--- src/rtl/cfg_hdr_pkg.sv ---
package cfg_hdr_pkg;

   localparam int unsigned DW       = 32;
   localparam int unsigned IDX_W    = 6;
   localparam int unsigned MAX_BARS = 6;

   localparam logic [IDX_W-1:0] IDX_ID      = 6'h00;
   localparam logic [IDX_W-1:0] IDX_CMDSTAT = 6'h01;
   localparam logic [IDX_W-1:0] IDX_CLASS   = 6'h02;
   localparam logic [IDX_W-1:0] IDX_MISC    = 6'h03;
   localparam logic [IDX_W-1:0] IDX_BAR0    = 6'h04;
   localparam logic [IDX_W-1:0] IDX_CAP     = 6'h0D;
   localparam logic [IDX_W-1:0] IDX_INTR    = 6'h0F;

   localparam logic [15:0] CMD_WMASK = 16'h077F;
   localparam logic [15:0] STAT_W1C  = 16'hF900;
   localparam logic [7:0]  HDR_TYPE  = 8'h00;

   typedef logic [DW-1:0] dword_t;

   function automatic dword_t be_to_mask(input logic [3:0] be);
      return {{8{be[3]}}, {8{be[2]}}, {8{be[1]}}, {8{be[0]}}};
   endfunction

endpackage

--- src/rtl/cfg_bar.sv ---
module cfg_bar
   import cfg_hdr_pkg::*;
#(
   parameter bit          IS_IO   = 1'b0,
   parameter bit          PREF    = 1'b0,
   parameter int unsigned SZ_LOG2 = 12
) (
   input  logic        clk,
   input  logic        rst_n,
   input  logic        wr_en,
   input  logic [3:0]  be,
   input  logic [31:0] wdata,
   output logic [31:0] rd_val,
   output logic [31:0] base
);

   localparam int unsigned MIN_SZ = IS_IO ? 2 : 4;
   localparam dword_t WMASK = ~((32'h1 << SZ_LOG2) - 32'h1);
   localparam dword_t FLAGS = IS_IO ? 32'h1 : (PREF ? 32'h8 : 32'h0);

   if (SZ_LOG2 < MIN_SZ || SZ_LOG2 > 31) begin : g_bad_size
      $error("cfg_bar: size exponent out of range");
   end

   dword_t base_q;
   dword_t wmask;

   assign wmask = be_to_mask(be) & WMASK;

   always_ff @(posedge clk) begin
      if (!rst_n) begin
         base_q <= '0;
      end else if (wr_en) begin
         base_q <= (base_q & ~wmask) | (wdata & wmask);
      end
   end

   assign base   = base_q;
   assign rd_val = base_q | FLAGS;

   assert_bar_size_R7: assert property (@(posedge clk) disable iff (!rst_n)
      (wr_en && be == 4'hF) |=> (base == ($past(wdata) & WMASK)));

   assert_bar_hold_R12: assert property (@(posedge clk) disable iff (!rst_n)
      (wr_en && be == 4'h0) |=> $stable(base));

endmodule

--- src/rtl/cfg_cls_reg.sv ---
module cfg_cls_reg #(
   parameter int unsigned            CLS_NUM  = 2,
   parameter logic [CLS_NUM*8-1:0]   CLS_LIST = {8'd16, 8'd8}
) (
   input  logic       clk,
   input  logic       rst_n,
   input  logic       wr_en,
   input  logic [7:0] wdata,
   output logic [7:0] cls_q
);

   if (CLS_NUM < 1) begin : g_bad_list
      $error("cfg_cls_reg: supported list is empty");
   end

   logic [CLS_NUM-1:0] hit;

   for (genvar g = 0; g < CLS_NUM; g++) begin : g_cmp
      assign hit[g] = (wdata == CLS_LIST[g*8 +: 8]);
   end

   always_ff @(posedge clk) begin
      if (!rst_n) begin
         cls_q <= '0;
      end else if (wr_en) begin
         cls_q <= (|hit) ? wdata : 8'h00;
      end
   end

   assert_cls_fallback_R10: assert property (@(posedge clk) disable iff (!rst_n)
      (wr_en && !(|hit)) |=> (cls_q == 8'h00));

endmodule

--- src/rtl/cfg_cmd_status.sv ---
module cfg_cmd_status
   import cfg_hdr_pkg::*;
#(
   parameter bit         CAP_PRESENT = 1'b1,
   parameter logic [1:0] DEVSEL_T    = 2'b01
) (
   input  logic        clk,
   input  logic        rst_n,
   input  logic        wr_en,
   input  logic [3:0]  be,
   input  logic [31:0] wdata,
   input  logic [5:0]  err_event,
   input  logic        irq_req,
   output logic [15:0] cmd_q,
   output logic [15:0] stat_rd
);

   logic [15:0] err_q;
   logic [15:0] cmd_wm;
   logic [15:0] set16;
   logic [15:0] clr16;

   assign cmd_wm = wr_en ? ({{8{be[1]}}, {8{be[0]}}} & CMD_WMASK) : 16'h0000;
   assign set16  = {err_event[5:1], 2'b00, err_event[0], 8'h00};
   assign clr16  = wr_en ? (wdata[31:16] & {{8{be[3]}}, {8{be[2]}}} & STAT_W1C)
                         : 16'h0000;

   always_ff @(posedge clk) begin
      if (!rst_n) begin
         cmd_q <= '0;
         err_q <= '0;
      end else begin
         cmd_q <= (cmd_q & ~cmd_wm) | (wdata[15:0] & cmd_wm);
         err_q <= ((err_q & ~clr16) | set16) & STAT_W1C;
      end
   end

   assign stat_rd = err_q | {5'b00000, DEVSEL_T, 4'b0000, CAP_PRESENT, irq_req, 3'b000};

   assert_w1c_R4: assert property (@(posedge clk) disable iff (!rst_n)
      (wr_en && be[3] && wdata[31] && !err_event[5]) |=> !stat_rd[15]);

   assert_sticky_R4: assert property (@(posedge clk) disable iff (!rst_n)
      (stat_rd[14] && !(wr_en && be[3] && wdata[30])) |=> stat_rd[14]);

   assert_cmd_rsvd_R3: assert property (@(posedge clk) disable iff (!rst_n)
      (wr_en && be[0] && wdata[7]) |=> !cmd_q[7]);

endmodule

--- src/rtl/cfg_type0_hdr.sv ---
module cfg_type0_hdr
   import cfg_hdr_pkg::*;
#(
   parameter logic [15:0]            VENDOR_ID   = 16'hABCD,
   parameter logic [15:0]            DEVICE_ID   = 16'h1234,
   parameter logic [23:0]            CLASS_CODE  = 24'h020000,
   parameter logic [7:0]             REVISION    = 8'h03,
   parameter int unsigned            NUM_BARS    = 2,
   parameter logic [NUM_BARS-1:0]    BAR_IS_IO   = 2'b10,
   parameter logic [NUM_BARS-1:0]    BAR_PREF    = 2'b01,
   parameter logic [NUM_BARS*8-1:0]  BAR_SZ_LOG2 = {8'd8, 8'd24},
   parameter int unsigned            CLS_NUM     = 2,
   parameter logic [CLS_NUM*8-1:0]   CLS_LIST    = {8'd16, 8'd8},
   parameter logic [7:0]             CAP_PTR     = 8'h43,
   parameter logic [7:0]             INT_PIN     = 8'h01,
   parameter logic [7:0]             MIN_GNT     = 8'h02,
   parameter logic [7:0]             MAX_LAT     = 8'h10,
   parameter logic [1:0]             DEVSEL_T    = 2'b01
) (
   input  logic                     clk,
   input  logic                     rst_n,
   input  logic                     cfg_rd,
   input  logic                     cfg_wr,
   input  logic [5:0]               cfg_idx,
   input  logic [3:0]               cfg_be,
   input  logic [31:0]              cfg_wdata,
   output logic [31:0]              cfg_rdata,
   output logic                     cfg_rvalid,
   input  logic [5:0]               err_event,
   input  logic                     irq_req,
   output logic                     io_dec_en,
   output logic                     mem_dec_en,
   output logic                     master_en,
   output logic                     irq_disable,
   output logic                     intx_out,
   output logic [NUM_BARS*32-1:0]   bar_base
);

   localparam bit         CAP_PRESENT = (CAP_PTR != 8'h00);
   localparam logic [7:0] CAP_RD      = CAP_PTR & 8'hFC;

   if (NUM_BARS < 1 || NUM_BARS > MAX_BARS) begin : g_bad_bars
      $error("cfg_type0_hdr: BAR count out of range");
   end
   if (INT_PIN > 8'h04) begin : g_bad_pin
      $error("cfg_type0_hdr: interrupt pin code out of range");
   end

   logic [15:0] cmd_q;
   logic [15:0] stat_rd;
   logic [7:0]  cls_q;
   logic [7:0]  lat_q;
   logic [7:0]  int_line_q;
   dword_t      bar_rd [NUM_BARS];
   dword_t      rd_mux;

   logic wr_cmdstat, wr_misc, wr_intr;
   assign wr_cmdstat = cfg_wr && (cfg_idx == IDX_CMDSTAT);
   assign wr_misc    = cfg_wr && (cfg_idx == IDX_MISC);
   assign wr_intr    = cfg_wr && (cfg_idx == IDX_INTR);

   cfg_cmd_status #(
      .CAP_PRESENT (CAP_PRESENT),
      .DEVSEL_T    (DEVSEL_T)
   ) i_cmd_status (
      .clk       (clk),
      .rst_n     (rst_n),
      .wr_en     (wr_cmdstat),
      .be        (cfg_be),
      .wdata     (cfg_wdata),
      .err_event (err_event),
      .irq_req   (irq_req),
      .cmd_q     (cmd_q),
      .stat_rd   (stat_rd)
   );

   cfg_cls_reg #(
      .CLS_NUM  (CLS_NUM),
      .CLS_LIST (CLS_LIST)
   ) i_cls (
      .clk   (clk),
      .rst_n (rst_n),
      .wr_en (wr_misc && cfg_be[0]),
      .wdata (cfg_wdata[7:0]),
      .cls_q (cls_q)
   );

   for (genvar i = 0; i < NUM_BARS; i++) begin : g_bar
      logic we;
      assign we = cfg_wr && (cfg_idx == 6'(int'(IDX_BAR0) + i));
      cfg_bar #(
         .IS_IO   (BAR_IS_IO[i]),
         .PREF    (BAR_PREF[i]),
         .SZ_LOG2 (int'(BAR_SZ_LOG2[i*8 +: 8]))
      ) i_bar (
         .clk    (clk),
         .rst_n  (rst_n),
         .wr_en  (we),
         .be     (cfg_be),
         .wdata  (cfg_wdata),
         .rd_val (bar_rd[i]),
         .base   (bar_base[i*32 +: 32])
      );
   end

   always_ff @(posedge clk) begin
      if (!rst_n) begin
         lat_q      <= '0;
         int_line_q <= '0;
      end else begin
         if (wr_misc && cfg_be[1]) lat_q      <= cfg_wdata[15:8];
         if (wr_intr && cfg_be[0]) int_line_q <= cfg_wdata[7:0];
      end
   end

   always_comb begin
      case (cfg_idx)
         IDX_ID:      rd_mux = {DEVICE_ID, VENDOR_ID};
         IDX_CMDSTAT: rd_mux = {stat_rd, cmd_q};
         IDX_CLASS:   rd_mux = {CLASS_CODE, REVISION};
         IDX_MISC:    rd_mux = {8'h00, HDR_TYPE, lat_q, cls_q};
         IDX_CAP:     rd_mux = {24'h000000, CAP_RD};
         IDX_INTR:    rd_mux = {MAX_LAT, MIN_GNT, INT_PIN, int_line_q};
         default:     rd_mux = '0;
      endcase
      for (int i = 0; i < NUM_BARS; i++) begin
         if (cfg_idx == 6'(int'(IDX_BAR0) + i)) rd_mux = bar_rd[i];
      end
   end

   always_ff @(posedge clk) begin
      if (!rst_n) begin
         cfg_rvalid <= 1'b0;
         cfg_rdata  <= '0;
      end else begin
         cfg_rvalid <= cfg_rd;
         if (cfg_rd) cfg_rdata <= rd_mux;
      end
   end

   assign io_dec_en   = cmd_q[0];
   assign mem_dec_en  = cmd_q[1];
   assign master_en   = cmd_q[2];
   assign irq_disable = cmd_q[10];
   assign intx_out    = irq_req & ~cmd_q[10];

   assert_rd_latency_R1: assert property (@(posedge clk) disable iff (!rst_n)
      cfg_rd |=> cfg_rvalid);

   assert_rd_idle_R1: assert property (@(posedge clk) disable iff (!rst_n)
      !cfg_rd |=> !cfg_rvalid);

   assert_intx_gate_R5: assert property (@(posedge clk) disable iff (!rst_n)
      (wr_cmdstat && cfg_be[1] && cfg_wdata[10]) |=> !intx_out);

   assert_cmd_zero_R3: assert property (@(posedge clk) disable iff (!rst_n)
      (wr_cmdstat && cfg_be[1:0] == 2'b11 && cfg_wdata[15:0] == 16'h0000)
      |=> !(io_dec_en || mem_dec_en || master_en));

endmodule

--- config.mk ---
export PLATFORM = sky130hd
export DESIGN_NAME = cfg_type0_hdr
export DESIGN_NICKNAME = d
export VERILOG_FILES = /design/src/rtl/cfg_hdr_pkg.sv /design/src/rtl/cfg_bar.sv /design/src/rtl/cfg_cls_reg.sv /design/src/rtl/cfg_cmd_status.sv /design/src/rtl/cfg_type0_hdr.sv
export SDC_FILE = /design/constraint.sdc
export NUM_CORES = 1
export LEC_CHECK = 0
export BUFFER_PORTS_ARGS = -buffer_cell sky130_fd_sc_hd__buf_4
export CAP_MARGIN = 25
export CORE_ASPECT_RATIO = 0.9
export CORE_MARGIN = 2
export CORE_UTILIZATION = 40
export DETAILED_ROUTE_END_ITERATION = 6
export PLACE_DENSITY = 0.64
export SLEW_MARGIN = 20
export SYNTH_ARGS = -nofsm -noshare
export SYNTH_HDL_FRONTEND = slang
export SYNTH_SLANG_ARGS = --single-unit
export TNS_END_PERCENT = 10
--- constraint.sdc ---
create_clock -name clk -period 3.43 [get_ports clk]
set_input_delay 0 -clock clk [delete_from_list [all_inputs] [get_ports clk]]
set_output_delay 0 -clock clk [all_outputs]
set_load 0.005 [all_outputs]
-- Word-level counts from Yosys, hierarchy flattened
Cells that the tools add are included.
- flip-flop bits (word level): 153
- logic and storage cells: 54
- output and inout port bits: 102
- bits of input ports: 53
- mux-type cells: 6
- reductions and logical operators: 10
- bitwise operators: 19
- equal/unequal tests: 9
- operators by type and width (kind ; number):
    32-bit case mux with 6 select lines ; 1
    32-bit AND ; 4
    16-bit AND ; 4
    32-bit 2-to-1 mux ; 2
    32-bit NOT ; 2
    32-bit bitwise OR ; 2
    16-bit NOT ; 2
    16-bit bitwise OR ; 2
    16-bit 2-to-1 mux ; 1
    16-bit by 10-bit bitwise OR with 16-bit output ; 1
    6-bit by 2-bit equality test with 1-bit output, second input constant ; 2
    6-bit by 3-bit equality test with 1-bit output, second input constant ; 2
    6-bit by 4-bit equality test with 1-bit output, second input constant ; 2
    11-bit 2-to-1 mux ; 1
    8-bit by 4-bit equality test with 1-bit output, second input constant ; 1
    8-bit by 5-bit equality test with 1-bit output, second input constant ; 1
    1-bit logical AND ; 8
    8-bit 2-to-1 mux ; 1
    6-bit by 1-bit equality test with 1-bit output, second input constant ; 1
    6-bit zero test ; 1
    2-bit OR reduction ; 1
    1-bit AND ; 1
    1-bit NOT ; 1

-- Depth between registers and ports, before layout
Gate-level depths: netlist of the first run.
- word-level depth: 6
- mapped depth: 7
- mapped depth without buffers: 4

-- Modules after synthesis
From an unflattened synthesis of the first run, not the netlist that was laid out.
- cell total of the unflattened synthesis: 678
- area total of the unflattened synthesis: 5913.2 µm²
- modules (own cells, without submodules) (module ; sequential area each (µm²) ; area an instance (µm²) ; cells each ; times used):
    cfg_type0_hdr ; 980.9 ; 2707.6 ; 313 ; 1
    cfg_bar at g_bar[1].i_bar ; 480.5 ; 1352.5 ; 155 ; 1
    cfg_cmd_status ; 320.3 ; 802.0 ; 91 ; 1
    cfg_bar at g_bar[0].i_bar ; 160.2 ; 787.0 ; 96 ; 1
    cfg_cls_reg ; 160.2 ; 264.0 ; 23 ; 1

-- Worst setup path before layout of the first run
No wires, ideal clock.
- path kind: input port to flip-flop
- start point: input cfg_idx[3]
- end point: register i_cls.cls_q[3]
- cell stages on the path: 6
- slack: 1.634 ns
- data arrival time: 1.726 ns
- setup time: 0.070 ns
- buffers on the path: 2
- data required time: 3.360 ns
- cells stage by stage: buf_6 > or4_4 > or3_1 > buf_2 > or4b_1 > a21boi_1
- cells in the longest elaborated chain, start to end: 3
- RTL lines (element ; line ; RTL):
    start: declaration ; cfg_type0_hdr.sv:24 ; input logic [5:0] cfg_idx,
    6-bit by 2-bit equality test with 1-bit output ; cfg_type0_hdr.sv:59 ; assign wr_misc = cfg_wr && (cfg_idx == IDX_MISC);
    1-bit logical AND ; cfg_type0_hdr.sv:59 ;
    1-bit logical AND ; cfg_type0_hdr.sv:83 ; .wr_en (wr_misc && cfg_be[0]),
    end signal: assignment ; cfg_cls_reg.sv:26 ; cls_q <= (|hit) ? wdata : 8'h00;
    end: declaration ; cfg_cls_reg.sv:9 ; output logic [7:0] cls_q
Every way passes these cells.
A chain may end at the register's enable or synchronous reset.

-- Worst setup path in the final report of the first run
- start point: input cfg_idx[5]
- end point: register i_cmd_status.err_q[11]
- cells in the longest elaborated chain, start to end: 6
- RTL lines (element ; line ; RTL):
    6-bit by 1-bit equality test with 1-bit output ; cfg_type0_hdr.sv:58 ; assign wr_cmdstat = cfg_wr && (cfg_idx == IDX_CMDSTAT);
    1-bit logical AND ; cfg_type0_hdr.sv:58 ;
    16-bit 2-to-1 mux ; cfg_cmd_status.sv:25 ; assign clr16 = wr_en ? (wdata[31:16] & {{8{be[3]}}, {8{be[2]}}} & STAT_W1C)
    16-bit NOT ; cfg_cmd_status.sv:34 ; err_q <= ((err_q & ~clr16) | set16) & STAT_W1C;
    16-bit AND ; cfg_cmd_status.sv:34 ;
    16-bit bitwise OR ; cfg_cmd_status.sv:34 ;
    end signal: assignment ; cfg_cmd_status.sv:34 ;
    end: declaration ; cfg_cmd_status.sv:18 ; logic [15:0] err_q;
Every way passes these cells.

==> results of run 1 <==
[layout make-up]
class	count	area, um2
fill	1037	5145
multi-input combinational	344	2316
sequential	105	2102
timing repair buffer	166	1341
clock buffer	13	260.3
tap	156	195.2
clock inverter	2	37.54
inverter	10	37.54
[power breakdown]
group / internal, mW / switching (mW) / total [mW]
clock: 0.603 / 0.436 / 1.04
combinational: 0.119 / 0.118 / 0.237
sequential: 1.23 / 0.00965 / 1.24
total: 1.96 / 0.564 / 2.52
[stage by stage]
| stage | std cells | util | hold WS (ns) |
|---|---|---|---|
| floorplan | 521 | - | 0.1008 |
| global placement | 742 | 0.4901 | 0.2069 |
| detailed placement | 742 | 0.4901 | 0.2089 |
| CTS | 795 | 0.5494 | 0.02152 |
| global route | 796 | 0.5501 | 0.03746 |
| finish | 796 | 0.5501 | 0.02018 |
[per-layer routing]
| layer | wire length (um) | GRT usage | part of all wire |
|---|---|---|---|
| met3 | 882 | 0.05319 | 0.068 |
| met2 | 6036 | 0.3419 | 0.46 |
| met5 | 0 | 0 | 0 |
| met4 | 197 | 0.05680 | 0.015 |
| met1 | 5905 | 0.2772 | 0.45 |
[synth_stat cells, types with 6 or more instances]
master / number
o21ai_0: 29
mux2i_1: 63
a22o_1: 8
nand2_1: 26
buf_4: 32
inv_1: 10
nor2_1: 11
nor3_1: 7
a21oi_1: 21
a31oi_1: 8
and3_1: 7
nand2b_1: 6
nor2b_1: 63
o2bb2ai_1: 7
clkbuf_1: 25
dfxtp_1: 105
[logic make-up (layout without fill, tap and decap cells)]
| logic type | after synthesis | in the layout | synth area share |
|---|---|---|---|
| AO/OA/AOI/OAI | 101 | 101 | 0.1405 |
| buffers and inverters | 72 | 191 | 0.08539 |
| flip-flops | 105 | 105 | 0.4469 |
| multiplexers | 64 | 64 | 0.1365 |
| other | 1 | 32 | 0.0007973 |
| AND/OR/NAND/NOR | 147 | 147 | 0.1899 |
[worst max path at each step]
stage                     from                      to  slack, ns  depth (start not counted)
floorplan           cfg_idx[3]          i_cls.cls_q[3]       1.63                          6
CTS                 cfg_idx[5]  i_cmd_status.err_q[11]       1.36                          5
finish              cfg_idx[5]  i_cmd_status.err_q[11]       1.30                          5
global placement    cfg_idx[5]           cfg_rdata[12]       1.30                          5
detailed placement  cfg_idx[5]           cfg_rdata[19]       1.19                          5
global route        cfg_idx[5]  i_cmd_status.err_q[15]       1.21                          5
[what timing repair did]
item / CTS / global route
hold buffers: 38 / 0
endpoints found under the hold margin: 66 / 0
resized for setup: 0 / 0
[worst reg2reg max path, stage by stage, from the launching register on]
cell and delay (ns):
dfxtp_1 0.31, o21ai_0 0.16, a31oi_1 0.06, dlygate4sd3_1 0.61
==> impl_metrics.py, run 1 <==
metrics = {
    "outcome": {
        "outcome": "complete, no violations",
    },
    "critical_path": {
        "worstPathRequired_ns": 3.66,
        "timing.rr.end": "i_cmd_status.err_q[11]",
        "crit_path_cell_trace": "buf_4, or4_4, nor3_1, a31oi_1, dlygate4sd3_1",
        "cp-start-kind": "primary input",
        "ff2ff_path_depth": 3,
        "crit_path_max_fanout": 12,
        "ff2ff_setup_slack_ns": 2.17,
        "arrival_ns": 2.36,
        "cpMaxStageDelayCell": "nor3_1",
        "critical-path-top-delay-family": "simple AND/OR/NAND/NOR gates",
        "crit_buf_inv": 2,
        "critPathKind": "primary input to flip-flop",
        "cp-end-kind": "flip-flop",
        "rr_startpoint": "i_cmd_status.err_q[11]",
        "crit_path_max_incr_delay_ns": 0.79,
    },
    "finish": {
        "area_delta_synth_final_pct": 33.73,
        "fin_area_um2": 6290,
        "nNetsFinal": 689,
        "layout_common_cells": "buf_4, dfxtp_1, nor2b_1, mux2i_1, dlygate4sd3_1",
        "diodes": 0,
        "drive_gt1_frac": 0.2375,
        "final_common_cell": "buf_4",
    },
    "yosys": {
        "yosysTopAreaCellShare": 0.4469,
        "synth-seq-area-share": 0.4469,
        "syn-instance-count": 490,
        "synth_warnings": 0,
        "synth_top_area_cell": "dfxtp_1",
        "async_flop_share": 0,
        "avgSynthCellArea_um2": 9.598,
        "syn_area_um2": 4703,
        "synth-seq-cells": 105,
        "synthTopCellsByArea": "dfxtp_1, mux2i_1, nor2b_1",
        "synth_edf_count": 0,
        "synth_top_flop_cell": "dfxtp_1",
        "synth_cell_types": 46,
    },
    "grt": {
        "grt_pass1_wl_um": 20800,
        "overflow": 0,
        "grtUsageTotal": 0.2099,
        "grt_pass1_vias": 3890,
        "grt_max_degree": 59,
        "antenna_found_initial": 0,
    },
    "power_and_ir_drop": {
        "irDropWorstVdd_mv": 0.3081,
        "finalPower_mw": 2.520,
        "cellPowerDensity_nw_per_um2": 400.6,
        "p_leak_nw": 2.552,
    },
    "timing": {
        "timing.fmax_mhz": 469.6,
        "setup_ws_ns": 1.301,
        "maxSlewViolCount": 0,
        "min_period_over_period": 0.6208,
        "rsz0062_at_grt": "false",
        "setup_viol": 0,
        "clock_skew_ns": 0.002888,
        "fin_crit_ns": 2.129,
        "finalHoldViolCount": 0,
        "maxSlewHeadroom": 0.3731,
        "max_slew.worst_pin.slew_ns": 0.9332,
        "tns_ns": 0,
    },
    "drt": {
        "vias_per_cell": 5.038,
        "ant_nets": 0,
        "wirelength_um": 13020,
        "num_vias": 4010,
        "dr.pass1.iters": 4,
        "wl_per_cell_um": 16.36,
        "drc": 0,
        "drt_iter0_drc": 235,
    },
    "worst_hold_path": {
        "worstHoldStart": "irq_req",
        "worstHoldPathCells": 3,
        "hp-class": "primary input to flip-flop",
        "min_to": "cfg_rdata[19]",
    },
    "floorplan": {
        "io-pin-count": 155,
        "start_util": 0.4113,
        "dieArea_um2": 12640,
        "rows": 37,
        "core-area_um2": 11430,
        "die_height_um": 106.9,
        "fp.dieW_um": 118.3,
    },
    "cts": {
        "cts_buffers": 9,
        "cts_tree": "built",
        "cts_sinks": 105,
        "cts_setup_buffers": 0,
        "htreeDepth": 3,
        "clk_pin_slew_ns": 0.07,
        "root_buffer": "clkbuf_16",
        "clk_path_buf_depth": 2,
        "insertion_delay_ns": 0.34,
    },
    "placed_design": {
        "place_area_um2": 5604,
        "dpl.hpwl_um": 9398,
        "gp_congestion": 0.8620,
        "port_buffers": 122,
        "place_ws_ns": 1.195,
    },
    "flow_run": {
        "max_cap_violations": 0,
    },
}
Power figures use the tool's default switching activity.
==> inputs of run 2 (changes only) <==
--- a/config.mk
+++ b/config.mk
@@ -11,7 +11,7 @@
 export CORE_MARGIN = 2
 export CORE_UTILIZATION = 40
 export DETAILED_ROUTE_END_ITERATION = 6
-export PLACE_DENSITY = 0.64
+export PLACE_DENSITY = 0.66
 export SLEW_MARGIN = 20
 export SYNTH_ARGS = -nofsm -noshare
 export SYNTH_HDL_FRONTEND = slang
==> constraint.sdc (replaced) <==
create_clock -name clk -period 1.95 [get_ports clk]
set_input_delay 0 -clock clk [delete_from_list [all_inputs] [get_ports clk]]
set_output_delay 0 -clock clk [all_outputs]
set_load 0.005 [all_outputs]
==> run 2 against run 1 <==
  * Non-clock buffer count up 26
  * Setup slack worse by 1.1 ns
  * Global-route usage grew 0.36 points
  * Cell area increased by 3.7%
  * Sequential share of layout area is 1.2 points lower
  * Clock-buffer cell count shrank 1
  * Critical endpoint is now i_cmd_status.err_q[12]
  * Sequential power grew 77%
  * Worst hold slack better by 0.037 ns
==> impl_metrics.py, run 2 (synthesis results as in run 1) <==
metrics = {
    "power_and_ir_drop": {
        "p_leak_nw": 2.699,
        "irDropWorstVdd_mv": 0.4483,
        "cellPowerDensity_nw_per_um2": 698.9,
        "finalPower_mw": 4.558,
    },
    "floorplan": {
        "fp.dieW_um": 118.3,
        "core-area_um2": 11430,
        "dieArea_um2": 12640,
        "rows": 37,
        "io-pin-count": 155,
        "start_util": 0.4113,
        "die_height_um": 106.9,
    },
    "critical_path": {
        "arrival_ns": 2.06,
        "crit_path_max_fanout": 85,
        "ff2ff_path_depth": 3,
        "cp-end-kind": "flip-flop",
        "cp-start-kind": "primary input",
        "critPathKind": "primary input to flip-flop",
        "worstPathRequired_ns": 2.24,
    },
    "timing": {
        "timing.fmax_mhz": 566.0,
        "tns_ns": 0,
        "max_slew.worst_pin.slew_ns": 0.5008,
        "min_period_over_period": 0.9060,
        "finalHoldViolCount": 0,
        "maxSlewViolCount": 0,
        "setup_ws_ns": 0.1833,
        "fin_crit_ns": 1.767,
        "setup_viol": 0,
        "rsz0062_at_grt": "false",
        "maxSlewHeadroom": 0.6661,
        "clock_skew_ns": 0.008462,
    },
    "cts": {
        "cts_setup_buffers": 0,
        "clk_path_buf_depth": 2,
        "clk_pin_slew_ns": 0.07,
        "cts_tree": "built",
        "htreeDepth": 3,
        "root_buffer": "clkbuf_16",
        "cts_buffers": 9,
        "cts_sinks": 105,
        "insertion_delay_ns": 0.35,
    },
    "grt": {
        "use_met3": 0.06223,
        "overflow": 0,
        "grt-busiest-layer": "met2",
        "globalRouteMet1Util": 0.2639,
        "antenna_found_initial": 0,
        "grtUsageMet2": 0.3514,
        "grt_pass1_vias": 4206,
        "grtUsageTotal": 0.2135,
        "grt_pass1_wl_um": 21390,
        "grt_max_degree": 86,
    },
    "finish": {
        "diodes": 0,
        "area_delta_synth_final_pct": 38.65,
        "final_common_cell": "buf_4",
        "fillers": 1006,
        "drive_gt1_frac": 0.2669,
        "layout_common_cells": "buf_4, dfxtp_1, nor2b_1, mux2i_1, dlygate4sd3_1",
        "nNetsFinal": 715,
    },
    "drt": {
        "num_vias": 4088,
        "wl_per_cell_um": 16.10,
        "ant_nets": 0,
        "wirelength_um": 13250,
        "drt_iter0_drc": 171,
        "drc": 0,
        "vias_per_cell": 4.967,
        "dr.pass1.iters": 4,
    },
    "placed_design": {
        "place_ws_ns": 0.1353,
        "gp_congestion": 0.9020,
        "dpl.hpwl_um": 9471,
        "port_buffers": 122,
    },
    "outcome": {
        "outcome": "complete, no violations",
    },
    "flow_run": {
        "max_cap_violations": 0,
    },
    "worst_hold_path": {
        "worstHoldPathCells": 4,
        "hp-class": "primary input to flip-flop",
    },
}
==> run 2: changes by cell type in the layout (fill, tap and decap cells not counted) <==
cell	delta
buf_4	+22
dlygate4sd3_1	+3
inv_6	+3
clkbuf_1	-2
buf_6	+1
clkbuf_8	+1
clkinvlp_4	-1
==> run 2: cell type report <==
class / count / area (um2) / area share
Inverter: 10 / 37.54 / 0.005756
Tap cell: 156 / 195.2 / 0.02993
Clock buffer: 12 / 266.5 / 0.04087
Sequential cell: 105 / 2102 / 0.3223
Clock inverter: 4 / 56.30 / 0.008634
Multi-Input combinational cell: 344 / 2316 / 0.3551
Timing Repair Buffer: 192 / 1548 / 0.2373
==> run 2: per-layer routing <==
metal / up-vias / wire (um) / share of wire
met1: 1935 / 5894 / 0.44
met3: 23 / 891 / 0.067
met5: - / 0 / 0
met2: 136 / 6169 / 0.47
met4: 0 / 296 / 0.022
li1: 1994 / - / -
==> run 2: power breakdown <==
part / switching, mW / internal (mW)
combinational: 0.213 / 0.227
sequential: 0.0153 / 2.17
clock: 0.817 / 1.12
==> run 2: critical path, stage by stage <==
cell	delay, ns
dlygate4sd3_1	0.54
buf_4	0.16
buf_6	0.42
o21ai_0	0.17
a31oi_1	0.17
dlygate4sd3_1	0.57
==> run 2: per-stage QoR <==
step | area [um2] | hold WS (ns) | instances | utilization
6_report | 6521 | 0.05676 | 823 | 0.5703
5_1_grt | 6521 | 0.07547 | 823 | 0.5703
4_1_cts | 6518 | 0.05152 | 823 | 0.5700
3_5_place_dp | 5784 | 0.2115 | 766 | 0.5059
3_3_place_gp | 5784 | 0.2043 | 766 | 0.5059
2_1_floorplan | 4820 | 0.1008 | 521 | -
==> run 2: repair_timing <==
action / in CTS / in global routing
endpoints found under the setup margin: 0 / 6
hold buffers: 41 / 0
gates resized for setup: 0 / 1
endpoints found under the hold margin: 71 / 0
==> run 2: final timing paths <==
check | slack (ns) | end | from
worst max-delay path | 0.18 | i_cmd_status.err_q[12] | rst_n
worst max register to register | 0.73 | i_cmd_status.err_q[11] | i_cmd_status.err_q[11]
worst min register to register | 0.46 | i_cls.cls_q[3] | i_cls.cls_q[3]
worst min-delay path | 0.06 | cfg_rdata[25] | cfg_idx[1]
==> inputs of run 3 (changes only) <==
--- a/config.mk
+++ b/config.mk
@@ -11,9 +11,10 @@
 export CORE_MARGIN = 2
 export CORE_UTILIZATION = 40
 export DETAILED_ROUTE_END_ITERATION = 6
-export PLACE_DENSITY = 0.66
+export PLACE_DENSITY = 0.61
 export SLEW_MARGIN = 20
 export SYNTH_ARGS = -nofsm -noshare
 export SYNTH_HDL_FRONTEND = slang
+export SYNTH_HIERARCHICAL = 1
 export SYNTH_SLANG_ARGS = --single-unit
 export TNS_END_PERCENT = 10
==> constraint.sdc (replaced) <==
create_clock -name clk -period 1.9 [get_ports clk]
set_input_delay 0 -clock clk [delete_from_list [all_inputs] [get_ports clk]]
set_output_delay 0 -clock clk [all_outputs]
set_load 0.005 [all_outputs]
==> run 3 against run 2 <==
  * Flip-flop and latch count unchanged
  * Clock-buffer cell count decreased by 3
  * Sequential power increased by 2%
  * Synthesized area increased by 26%
  * Worst hold slack got worse by 0.036 ns
  * Die area increased by 25%
  * Total power increased by 5.3%
  * Clock power increased by 7%
  * Cell area increased by 9.4%
  * Largest power group unchanged
  * Highest routed layer unchanged
==> impl_metrics.py, run 3 <==
metrics = {
    "flow_run": {
        "max_cap_violations": 0,
    },
    "cts": {
        "root_buffer": "clkbuf_16",
        "cts_setup_buffers": 0,
        "cts_buffers": 9,
        "clk_pin_slew_ns": 0.07,
        "htreeDepth": 3,
        "insertion_delay_ns": 0.35,
        "cts_tree": "built",
        "cts_sinks": 105,
        "clk_path_buf_depth": 2,
    },
    "timing": {
        "fin_crit_ns": 1.857,
        "setup_viol": 0,
        "timing.fmax_mhz": 538.6,
        "maxSlewViolCount": 0,
        "maxSlewHeadroom": 0.6118,
        "max_slew.worst_pin.slew_ns": 0.5823,
        "hold_slack_ns": 0.02111,
        "setup_ws_ns": 0.04344,
        "finalHoldViolCount": 0,
        "clock_skew_ns": 0.006431,
        "rsz0062_at_grt": "false",
        "min_period_over_period": 0.9771,
        "tns_ns": 0,
    },
    "finish": {
        "drive_gt1_frac": 0.2655,
        "stdcell_count": 989,
        "diodes": 0,
        "area_delta_synth_final_pct": 20.69,
        "fin_area_um2": 7137,
        "layout_common_cells": "buf_4, dfxtp_1, nand2_1, conb_1, dlygate4sd3_1",
        "final_common_cell": "buf_4",
        "fillers": 1362,
        "multi_input_area_um2": 2860,
        "fin_util": 0.4903,
        "register_area_um2": 2102,
        "nNetsFinal": 842,
    },
    "critical_path": {
        "cp-end-kind": "flip-flop",
        "cp-start-kind": "primary input",
        "crit_path_max_fanout": 2,
        "ff2ff_path_depth": 4,
        "ff2ff_setup_slack_ns": 0.48,
        "critPathKind": "primary input to flip-flop",
        "arrival_ns": 2.15,
        "worstPathRequired_ns": 2.20,
        "timing.rr.end": "cfg_rdata[1]",
    },
    "drt": {
        "num_vias": 4896,
        "drt_iter0_drc": 287,
        "vias_per_cell": 4.950,
        "wirelength_um": 15650,
        "ant_nets": 0,
        "drc": 0,
        "wl_per_cell_um": 15.82,
        "dr.pass1.iters": 4,
    },
    "placed_design": {
        "place_inst": 922,
        "place_area_um2": 6261,
        "place_ws_ns": 0.1903,
        "gp_congestion": 0.8735,
        "dpl.hpwl_um": 11050,
        "port_buffers": 122,
    },
    "floorplan": {
        "start_util": 0.4062,
        "die_height_um": 119.3,
        "dieArea_um2": 15770,
        "core-area_um2": 14560,
        "fp.dieW_um": 132.2,
        "rows": 42,
        "io-pin-count": 155,
    },
    "worst_hold_path": {
        "worstHoldStart": "cfg_be[1]",
        "worstHoldPathCells": 3,
        "hp-class": "primary input to flip-flop",
    },
    "yosys": {
        "synth_most_common_cell": "buf_4",
        "synth-seq-area-share": 0.3555,
        "syn-instance-count": 678,
        "synth_cell_types": 56,
        "async_flop_share": 0,
        "yosysTopAreaCellShare": 0.3555,
        "synth_edf_count": 0,
        "synth_top_area_cell": "dfxtp_1",
        "synthTopCellsByArea": "dfxtp_1, buf_4, nand2_1",
        "synth_top_flop_cell": "dfxtp_1",
        "synth_common_cells": "buf_4, dfxtp_1, nand2_1, nand4_1, o21ai_2",
        "syn_area_um2": 5913,
        "synth_warnings": 6,
        "synth-seq-cells": 105,
        "avgSynthCellArea_um2": 8.721,
    },
    "outcome": {
        "outcome": "complete, no violations",
    },
    "grt": {
        "grtUsageTotal": 0.1992,
        "antenna_found_initial": 0,
        "overflow": 0,
        "grt_max_degree": 44,
        "grt_pass1_wl_um": 24710,
        "grt_pass1_vias": 4728,
    },
    "power_and_ir_drop": {
        "p_leak_nw": 3.009,
        "cellPowerDensity_nw_per_um2": 672.3,
        "finalPower_mw": 4.798,
        "irDropWorstVdd_mv": 0.5189,
    },
}
==> run 3: routing by layer <==
layer  wire length [um]  GRT usage
met1               6694     0.2468
met2               7594     0.3268
met3               1075    0.06215
met4                281    0.07065
met5                  0          0
==> run 3: timing repair <==
item / in CTS / in global routing
resized for setup: 0 / 3
setup endpoints to repair: 0 / 2
hold endpoints to repair: 66 / 0
hold buffers: 54 / 0
==> run 3: worst max-delay path: stages <==
cell and delay, ns:
dlygate4sd3_1 0.54, buf_4 0.14, or4b_4 0.56, o41ai_1 0.33
dlygate4sd3_1 0.58
==> run 3: where the power goes <==
group | switching [mW] | internal, mW | leakage, nW
clock | 0.799 | 1.26 | 0.157
combinational | 0.276 | 0.223 | 2.00
sequential | 0.0152 | 2.22 | 0.849
total | 1.09 | 3.71 | 3.01
==> run 3: cells by family (layout without fill, tap and decap cells) <==
group           after synthesis  after routing  synth area share
compound gates              161            161            0.2067
buf+inv                     173            213            0.2095
flops                       105            105            0.3555
mux                          19             19           0.03216
other cells                   6             79          0.003808
simple gates                214            214            0.1923
==> run 3: worst max path at each step <==
stage,from,endpoint,slack [ns]
floorplan,cfg_idx[1],flip-flop,0.54
global placement,cfg_idx[0],cfg_rdata[8],0.28
detailed placement,cfg_idx[0],i_cls/cls_q[3],0.19
CTS,cfg_wdata[7],i_cls/cls_q[3],0.02
global route,cfg_idx[5],flip-flop,0.008
finish,cfg_wdata[7],i_cls/cls_q[4],0.04
==> run 3: final cells by class <==
| type | instances | share of cell area |
|---|---|---|
| clock buffers | 9 | 0.03156 |
| inverters | 9 | 0.004734 |
| flip-flops and latches | 105 | 0.2945 |
| multi-input cells | 473 | 0.4008 |
| repair buffers | 191 | 0.2204 |
| clock inverters | 4 | 0.01332 |
| well taps | 198 | 0.03471 |
